<file path="config.mk">
export PLATFORM = sky130hd
export DESIGN_NAME = xnor_seq_gen
export DESIGN_NICKNAME = d
export VERILOG_FILES = /design/src/rtl/xnl_pkg.sv /design/src/rtl/xnl_feedback.sv /design/src/rtl/xnl_splice.sv /design/src/rtl/xnl_state_reg.sv /design/src/rtl/xnor_seq_gen.sv
export SDC_FILE = /design/constraint.sdc
export NUM_CORES = 1
export LEC_CHECK = 0
export BUFFER_PORTS_ARGS = -buffer_cell sky130_fd_sc_hd__clkbuf_2
export CORE_AREA = 2 2 63 50
export DETAILED_ROUTE_END_ITERATION = 8
export DIE_AREA = 0 0 65 52
export PLACE_DENSITY_LB_ADDON = 0.1
export SLEW_MARGIN = 40
export SYNTH_ARGS = -nofsm -noshare
export SYNTH_HDL_FRONTEND = slang
export SYNTH_HIERARCHICAL = 1
export SYNTH_SLANG_ARGS = --single-unit
</file>
<file path="constraint.sdc">
create_clock -name clk -period 1.6 [get_ports clk]
set_clock_uncertainty 0.1 [all_clocks]
set_input_delay 0.08 -clock clk [delete_from_list [all_inputs] [get_ports clk]]
set_output_delay 0.08 -clock clk [all_outputs]
set_load 0.01 [all_outputs]
</file>
<file path="src/rtl/xnl_pkg.sv">
// Package: shared constants and the maximal-length tap table.
// Assumes: widths from MIN_WIDTH to MAX_WIDTH; other widths give an empty mask.
package xnl_pkg;
    localparam int unsigned MAX_WIDTH = 32;
    localparam int unsigned MIN_WIDTH = 3;

    // One-hot mask for 1-based tap position n
    function automatic logic [MAX_WIDTH-1:0] tap_bit(input int unsigned n);
        logic [MAX_WIDTH-1:0] one;
        one = {{(MAX_WIDTH-1){1'b0}}, 1'b1};
        return one << (n - 1);
    endfunction

    // Tap mask of a maximal-length polynomial (even tap count) for width w
    function automatic logic [MAX_WIDTH-1:0] tap_mask(input int unsigned w);
        logic [MAX_WIDTH-1:0] m;
        case (w)
            3:  m = tap_bit(3)  | tap_bit(2);
            4:  m = tap_bit(4)  | tap_bit(3);
            5:  m = tap_bit(5)  | tap_bit(3);
            6:  m = tap_bit(6)  | tap_bit(5);
            7:  m = tap_bit(7)  | tap_bit(6);
            8:  m = tap_bit(8)  | tap_bit(6)  | tap_bit(5) | tap_bit(4);
            9:  m = tap_bit(9)  | tap_bit(5);
            10: m = tap_bit(10) | tap_bit(7);
            11: m = tap_bit(11) | tap_bit(9);
            12: m = tap_bit(12) | tap_bit(6)  | tap_bit(4) | tap_bit(1);
            13: m = tap_bit(13) | tap_bit(4)  | tap_bit(3) | tap_bit(1);
            14: m = tap_bit(14) | tap_bit(5)  | tap_bit(3) | tap_bit(1);
            15: m = tap_bit(15) | tap_bit(14);
            16: m = tap_bit(16) | tap_bit(15) | tap_bit(13) | tap_bit(4);
            17: m = tap_bit(17) | tap_bit(14);
            18: m = tap_bit(18) | tap_bit(11);
            19: m = tap_bit(19) | tap_bit(6)  | tap_bit(2) | tap_bit(1);
            20: m = tap_bit(20) | tap_bit(17);
            21: m = tap_bit(21) | tap_bit(19);
            22: m = tap_bit(22) | tap_bit(21);
            23: m = tap_bit(23) | tap_bit(18);
            24: m = tap_bit(24) | tap_bit(23) | tap_bit(22) | tap_bit(17);
            25: m = tap_bit(25) | tap_bit(22);
            26: m = tap_bit(26) | tap_bit(6)  | tap_bit(2) | tap_bit(1);
            27: m = tap_bit(27) | tap_bit(5)  | tap_bit(2) | tap_bit(1);
            28: m = tap_bit(28) | tap_bit(25);
            29: m = tap_bit(29) | tap_bit(27);
            30: m = tap_bit(30) | tap_bit(6)  | tap_bit(4) | tap_bit(1);
            31: m = tap_bit(31) | tap_bit(28);
            32: m = tap_bit(32) | tap_bit(22) | tap_bit(2) | tap_bit(1);
            default: m = '0;
        endcase
        return m;
    endfunction
endpackage

</file>
<file path="src/rtl/xnl_feedback.sv">
// Feedback bit: the inverted parity of the tapped state bits.
// Assumes: WIDTH is in the supported range of xnl_pkg, so the tap count is even.
// With an even tap count, all-ones maps to a 1, which is the lockup point.
module xnl_feedback #(
    parameter int unsigned WIDTH = 32
) (
    input  logic [WIDTH-1:0] q,
    output logic             fb
);
    localparam logic [xnl_pkg::MAX_WIDTH-1:0] FULL_MASK = xnl_pkg::tap_mask(WIDTH);
    localparam logic [WIDTH-1:0] MASK = FULL_MASK[WIDTH-1:0];

    logic [WIDTH-1:0] picked;

    // Keep only the tapped bits; the others add nothing to the parity
    for (genvar i = 0; i < WIDTH; i++) begin : g_tap
        assign picked[i] = q[i] & MASK[i];
    end

    // Inverted parity over the selected taps
    assign fb = ~(^picked);
endmodule

</file>
<file path="src/rtl/xnl_splice.sv">
// Splice detector: raises flip when the full-cycle option is on and the low
// WIDTH-1 bits are all ones. This is true in the state just before all-ones
// and in all-ones itself.
// Assumes: the top inverts the feedback bit whenever flip is high.
module xnl_splice #(
    parameter int unsigned WIDTH = 32
) (
    input  logic [WIDTH-2:0] q_low,
    input  logic             ext_mode,
    output logic             flip
);
    // Both splice states share the low-bit pattern, so one AND tree serves both
    assign flip = ext_mode & (&q_low);
endmodule

</file>
<file path="src/rtl/xnl_state_reg.sv">
// State register with synchronous active-low clear and load enable.
// Assumes: d is the next state computed by the surrounding logic.
module xnl_state_reg #(
    parameter int unsigned WIDTH = 32
) (
    input  logic             clk,
    input  logic             rst_n,
    input  logic             en,
    input  logic [WIDTH-1:0] d,
    output logic [WIDTH-1:0] q
);
    // Clear on reset, otherwise load when enabled
    always_ff @(posedge clk) begin
        if (!rst_n)
            q <= '0;
        else if (en)
            q <= d;
    end
endmodule

</file>
<file path="src/rtl/xnor_seq_gen.sv">
// Top: Fibonacci shift register with inverted-parity feedback and an optional
// splice that adds the all-ones word to give a 2^WIDTH cycle.
// Assumes: ext_mode is not cleared while the state is all-ones.
module xnor_seq_gen #(
    parameter int unsigned WIDTH = 32
) (
    input  logic             clk,
    input  logic             rst_n,
    input  logic             en,
    input  logic             ext_mode,
    output logic [WIDTH-1:0] state_o
);
    localparam logic [WIDTH-1:0] ALL_ONES  = '1;
    localparam logic [WIDTH-1:0] PRE_ONES  = {1'b0, {(WIDTH-1){1'b1}}};
    localparam logic [WIDTH-1:0] POST_ONES = {{(WIDTH-1){1'b1}}, 1'b0};

    logic [WIDTH-1:0] state;
    logic [WIDTH-1:0] next_state;
    logic             fb;
    logic             flip;

    xnl_feedback #(.WIDTH(WIDTH)) u_fb (
        .q  (state),
        .fb (fb)
    );

    xnl_splice #(.WIDTH(WIDTH)) u_splice (
        .q_low    (state[WIDTH-2:0]),
        .ext_mode (ext_mode),
        .flip     (flip)
    );

    // Shift toward the MSB, with the possibly inverted feedback entering bit 0
    always_comb begin
        next_state = {state[WIDTH-2:0], fb ^ flip};
    end

    xnl_state_reg #(.WIDTH(WIDTH)) u_reg (
        .clk   (clk),
        .rst_n (rst_n),
        .en    (en),
        .d     (next_state),
        .q     (state)
    );

    assign state_o = state;

    // reset clears the state
    a_r1_reset_zero: assert property (@(posedge clk)
        !rst_n |=> state_o == '0);

    // no step without enable
    a_r2_hold: assert property (@(posedge clk) disable iff (!rst_n)
        !en |=> $stable(state_o));

    // plain mode never enters the lockup word
    a_r4_no_lockup: assert property (@(posedge clk) disable iff (!rst_n)
        (en && !ext_mode && state_o != ALL_ONES) |=> state_o != ALL_ONES);

    // splice entry
    a_r6_enter_ones: assert property (@(posedge clk) disable iff (!rst_n)
        (en && ext_mode && state_o == PRE_ONES) |=> state_o == ALL_ONES);

    // splice exit
    a_r7_leave_ones: assert property (@(posedge clk) disable iff (!rst_n)
        (en && ext_mode && state_o == ALL_ONES) |=> state_o == POST_ONES);
endmodule

</file>
# Word level (Yosys, flattened, before mapping)
# Cells that the tools add are included.
# word_totals
out_inout_bits	32
wordCells	6
regBits	32
inputBits	4
# op_classes
bitwise	3
n_reduce_logical	2
# ops
op	n
$reduce_xor 32->1	1
$reduce_and 31->1	1
$and 1x1->1	1
$not 1->1	1
$xor 1x1->1	1

# Logic depth before layout (Yosys ltp)
# depth
depth_word	3
depth_mapped	6
depth_no_buf	6

# By module
# Netlist, hierarchy kept.
# modules_own_cells
mod	seq_area_each_um2	area_per_inst_um2	cells_per_inst	instances
xnl_state_reg	640.6	1243.7	103	1
xnl_splice	0.0	68.8	11	1
xnl_feedback	0.0	26.3	3	1
xnor_seq_gen	0.0	8.8	1	1

# Worst setup path before layout
# OpenSTA, ideal clock, no wires.
# synth_timing
path_kind	register to register
startpoint	register u_reg.q[21]
endpoint	register u_reg.q[0]
n_path_buf	0
required_time_ns	1.435
setup_ns	0.065
arrival_ns	1.445
synth_period_minus_slack_ns	1.611
setup_slack_ns	-0.011
stages_incl_launch_ff	7
path_cell_list	dfxtp_1 > nand4_1 > or4_1 > nor2_1 > xor2_1 > mux2i_1 > nor2b_1
# synth_via
elab_chain_len	3
word_cells_on_any_way	5
classes_between	bitwise (3); reduce/logical (2)
# synth_lines
element	line	text
start: declaration	xnl_state_reg.sv:10	output logic [WIDTH-1:0] q
start signal: assignment	xnl_state_reg.sv:15	q <= '0;
start signal: assignment	xnl_state_reg.sv:17	q <= d;
$reduce_and 31->1	xnl_splice.sv:13	assign flip = ext_mode & (&q_low);
$and 1x1->1	xnl_splice.sv:13	
via flip	xnor_seq_gen.sv:20	logic flip;
$xor 1x1->1	xnor_seq_gen.sv:35	next_state = {state[WIDTH-2:0], fb ^ flip};
via next_state[0]	xnor_seq_gen.sv:18	logic [WIDTH-1:0] next_state;
# The timed path passes the listed nets, and every way through them passes these cells.
# A chain may end at the register's enable or synchronous reset.

# Final worst setup path
# layout_timing
startpoint	register u_reg.q[28]
endpoint	register u_reg.q[0]
# The elaborated chain is that of the path after synthesis.

==> impl_results.html <==
<table>
<tr><th>Metric</th><th>Value</th></tr>
<tr><th colspan="2">Clock tree</th></tr>
<tr><td>H-tree levels</td><td>2</td></tr>
<tr><td>Bufs on Longest Clock Path</td><td>2</td></tr>
<tr><td>CTS tree</td><td>built</td></tr>
<tr><td>Root buf cell</td><td>sky130_fd_sc_hd__clkbuf_8</td></tr>
<tr><td>Post-CTS Hold Buffers</td><td>0</td></tr>
<tr><td>Total CTS buffers</td><td>5</td></tr>
<tr><td>Worst-Skew Late Latency</td><td>0.28 ns</td></tr>
<tr><td>Clock slew at the register clock pins of the worst setup and hold paths</td><td>0.06 ns</td></tr>
<tr><td>Clock sink count</td><td>32</td></tr>
<tr><th colspan="2">STA</th></tr>
<tr><td>RSZ-0062 raised after global routing</td><td>true</td></tr>
<tr><td>Maximum clock frequency</td><td>0.622 GHz</td></tr>
<tr><td>Final count of hold timing violations</td><td>0</td></tr>
<tr><td>Least-Margin Pin Slew</td><td>0.456 ns</td></tr>
<tr><td>Worst slew margin relative to its limit</td><td>0.696</td></tr>
<tr><td>Final Cycle Share</td><td>1.01</td></tr>
<tr><td>Pins Over Slew Limit</td><td>0</td></tr>
<tr><td>Minimum setup slack in the final design</td><td>-0.00838 ns</td></tr>
<tr><td>Time the worst path needs with I/O delays and setup</td><td>1.61 ns</td></tr>
<tr><td>Number of endpoints failing setup at the final stage</td><td>1</td></tr>
<tr><th colspan="2">GRT</th></tr>
<tr><td>Overall global routing resource usage</td><td>0.190</td></tr>
<tr><td>Vias in the first global route</td><td>1063</td></tr>
<tr><td>Maximum number of pins on one net before global-route repair</td><td>33</td></tr>
<tr><td>Busiest metal layer after global routing</td><td>met2</td></tr>
<tr><td>Initial antenna violation count</td><td>0</td></tr>
<tr><td>Overflow left after global routing</td><td>0</td></tr>
<tr><td>Met3 Use GR</td><td>0.0541</td></tr>
<tr><td>First-pass GRT wire length</td><td>~4.6 mm</td></tr>
<tr><td>GR Layer Usage met2</td><td>0.313</td></tr>
<tr><td>Global-route track usage on met1</td><td>0.226</td></tr>
<tr><th colspan="2">Die</th></tr>
<tr><td>Initial Utilization</td><td>0.484</td></tr>
<tr><td>Overall die area</td><td>3380 um2</td></tr>
<tr><td>Top-level I/O count</td><td>36</td></tr>
<tr><td>Number of rows in the core area</td><td>17</td></tr>
<tr><td>Horizontal die dimension</td><td>65 um</td></tr>
<tr><td>Floorplan core area</td><td>2790 um2</td></tr>
<tr><td>Die Height</td><td>52 um</td></tr>
<tr><th colspan="2">Routing</th></tr>
<tr><td>Average detailed-routed wire length per instance</td><td>12.6 um</td></tr>
<tr><td>Iteration-0 DRC Markers</td><td>25</td></tr>
<tr><td>Routed wire length</td><td>2.79 mm</td></tr>
<tr><td>Drt via density</td><td>4.79</td></tr>
<tr><td>Remaining antenna violation count after routing</td><td>0</td></tr>
<tr><td>TritonRoute pass-1 iters</td><td>3</td></tr>
<tr><td>Via count</td><td>1064</td></tr>
<tr><td>Remaining DRCs</td><td>0</td></tr>
<tr><th colspan="2">Status</th></tr>
<tr><td>Status</td><td>finished, violations left</td></tr>
<tr><td>Failing checks</td><td>setup timing</td></tr>
<tr><th colspan="2">Power and ir drop</th></tr>
<tr><td>Clock share of power</td><td>0.421</td></tr>
<tr><td>PD cells</td><td>849 nW/um2</td></tr>
<tr><td>Net load switching power</td><td>0.327 mW</td></tr>
<tr><td>Portion of total power attributed to combinational logic</td><td>0.065</td></tr>
<tr><td>Part of the total power dissipated in sequential elements</td><td>0.514</td></tr>
<tr><td>Fraction of power spent switching nets</td><td>0.209</td></tr>
<tr><td>Leakage</td><td>0.869 nW</td></tr>
<tr><td>Worst IR Drop VDD</td><td>586 uV</td></tr>
<tr><td>Internal power contribution</td><td>1.24 mW</td></tr>
<tr><th colspan="2">Setup path</th></tr>
<tr><td>CP Class</td><td>reg2reg</td></tr>
<tr><td>Crit. End Element</td><td>flop</td></tr>
<tr><td>Slowest cell on the critical path</td><td>sky130_fd_sc_hd__or4_1</td></tr>
<tr><td>Data required time at the worst endpoint</td><td>1.72 ns</td></tr>
<tr><td>Critical path's largest stage delay</td><td>roughly 0.55 ns</td></tr>
<tr><td>Max Fanout on Critical Path</td><td>2</td></tr>
<tr><td>Nature of the critical path startpoint</td><td>flop</td></tr>
<tr><td>Ordered list of cells on the worst path</td><td>nand4_1, or4_1, nor2_1, xor2_1, mux2i_1, nor2b_1</td></tr>
<tr><td>Worst EP arrival</td><td>1.73 ns</td></tr>
<tr><th colspan="2">Yosys</th></tr>
<tr><td>Simple-gate area share of the yosys netlist</td><td>0.200</td></tr>
<tr><td>Synthesized-area fraction occupied by ao, oa, aoi and oai cells</td><td>0</td></tr>
<tr><td>Syn Inst Count</td><td>118</td></tr>
<tr><td>Largest family of logic cells by synthesized area</td><td>multiplexers</td></tr>
<tr><td>Syn_area_per_cell</td><td>11.4 um2</td></tr>
<tr><td>Arithmetic-cell share of the synthesized area counting full adders, half adders and majority gates</td><td>0</td></tr>
<tr><td>Fraction of synthesized cell area in xor and xnor cells</td><td>0.0260</td></tr>
<tr><td>Register bit total from synthesis</td><td>32</td></tr>
<tr><td>Syn_nets</td><td>122</td></tr>
<tr><td>Count of unique library cells instantiated by Yosys</td><td>11</td></tr>
<tr><td>Portion of netlist area occupied by mux cells</td><td>0.238</td></tr>
<tr><td>Synthesis warning total</td><td>6</td></tr>
<tr><td>Combined area of all synthesized cells</td><td>1350 um2</td></tr>
<tr><td>Sequential cell area fraction in the yosys report</td><td>0.475</td></tr>
<tr><th colspan="2">Min path</th></tr>
<tr><td>Class of the tightest hold or removal check</td><td>in2reg</td></tr>
<tr><th colspan="2">Finish</th></tr>
<tr><td>Fraction of layout cells with a size suffix above 1</td><td>0.451</td></tr>
<tr><td>Final design area excluding fillers</td><td>between 1500 and 2000 um2</td></tr>
<tr><td>Flip-flop count of the largest register after layout</td><td>32</td></tr>
<tr><td>Diode insertion count for antenna repair</td><td>0</td></tr>
<tr><td>Layout area overhead</td><td>36.7%</td></tr>
<tr><td>Number of nets in the final layout</td><td>188</td></tr>
<tr><td>Regs by FF count</td><td>u_reg/q (32)</td></tr>
<tr><td>Register with the most flip-flops</td><td>u_reg/q</td></tr>
<tr><th colspan="2">Placement</th></tr>
<tr><td>Placed Instance Area</td><td>around 1700 um2</td></tr>
<tr><td>Global placer's final weighted congestion</td><td>just over 0.7</td></tr>
<tr><td>Post-DP HPWL</td><td>1.92 mm</td></tr>
<tr><td>Dpl ws</td><td>-0.0419 ns</td></tr>
<tr><td>Input/output buffers</td><td>35</td></tr>
<tr><th colspan="2">Run</th></tr>
<tr><td>Count of maximum capacitance violations</td><td>0</td></tr>
</table>
through the flow:
| step | total power, mW | TNS, ns | utilization | hold slack, ns | cells |
|---|---|---|---|---|---|
| 3_3_place_gp | 0.923 | -0.00768 | 0.617 | 0.414 | 213 |
| 6_report | 1.56 | -0.00838 | 0.661 | 0.257 | 222 |
| 2_1_floorplan | 0.912 | 0 | - | 0.108 | 118 |
| 3_5_place_dp | 0.925 | -0.0419 | 0.617 | 0.417 | 213 |
| 4_1_cts | 1.58 | -0.00951 | 0.661 | 0.261 | 222 |
| 5_1_grt | 1.62 | -0.0770 | 0.661 | 0.279 | 222 |
cell families after synthesis:
group,count (synthesis)
and+or+nand+nor,43
muxes,32
DFF,32
buffers and inverters,7
xor gates and xnor gates,4
critical path, delay by kind of cell (launching register included):
kind             cells  cell delay, ns
XOR/XNOR             1            0.15
multiplexers         1            0.09
AND/OR/NAND/NOR      4            0.89
flip-flops           1            0.33
synth_stat cells:
cell                       instances  area [um2]
sky130_fd_sc_hd__xor2_1            1        8.76
sky130_fd_sc_hd__buf_6             1        11.3
sky130_fd_sc_hd__buf_12            3        60.1
sky130_fd_sc_hd__nor2_1            1        3.75
sky130_fd_sc_hd__dfxtp_1          32         641
sky130_fd_sc_hd__mux2i_1          32         320
sky130_fd_sc_hd__clkbuf_1          3        11.3
sky130_fd_sc_hd__xnor2_1           3        26.3
sky130_fd_sc_hd__nor2b_1          32         200
sky130_fd_sc_hd__nand4_1           8        50.1
sky130_fd_sc_hd__or4_1             2        15.0
power by group through the flow:
stage / combinational [mW] / clock [mW] / sequential (mW)
after floorplan: 0.0832 / 0 / 0.828
after global placement: 0.101 / 0 / 0.822
after detailed placement: 0.103 / 0 / 0.822
after CTS: 0.103 / 0.673 / 0.804
after global routing: 0.110 / 0.701 / 0.804
final: 0.102 / 0.658 / 0.804
worst paths after layout:
check / start / end / cells after the start / slack, ns
hold reg to reg: u_reg/q[31]$_SDFFE_PN0P_ / u_reg/q[31]$_SDFFE_PN0P_ / 2 / 0.45
setup reg to reg: u_reg/q[28]$_SDFFE_PN0P_ / u_reg/q[0]$_SDFFE_PN0P_ / 6 / -0.008
setup / recovery: u_reg/q[28]$_SDFFE_PN0P_ / u_reg/q[0]$_SDFFE_PN0P_ / 6 / -0.008
hold / removal: en / u_reg/q[3]$_SDFFE_PN0P_ / 4 / 0.26
layout make-up:
class / count / area, um2
Fill cell: 243 / 945
Sequential cell: 32 / 653
Multi-Input combinational cell: 79 / 624
Timing Repair Buffer: 66 / 420
Clock buffer: 7 / 96.3
Tap cell: 38 / 47.5
what timing repair did:
action / in CTS / in global routing
hold endpoints to repair: 0 / 0
setup buffers: 2 / 0
setup endpoints to repair: 1 / 1
gates cloned: 0 / 0
gates resized for setup: 8 / 1
pin swaps: 4 / 0
metal layers:
layer / share of wire / up-vias
met3: 0.048 / 7
met4: 0.020 / 0
met2: 0.45 / 26
met1: 0.48 / 496
li1: - / 535
met5: 0 / -
cell usage in the layout (no fill, tap or decap), drive strengths merged:
| cell | instances |
|---|---|
| xor2 | 1 |
| nor2 | 1 |
| buf | 31 |
| clkbuf | 42 |
| nand4 | 8 |
| dfxtp | 32 |
| xnor2 | 3 |
| nor2b | 32 |
| or4 | 2 |
| mux2i | 32 |
No activity file was read; power rests on OpenSTA's default activity.
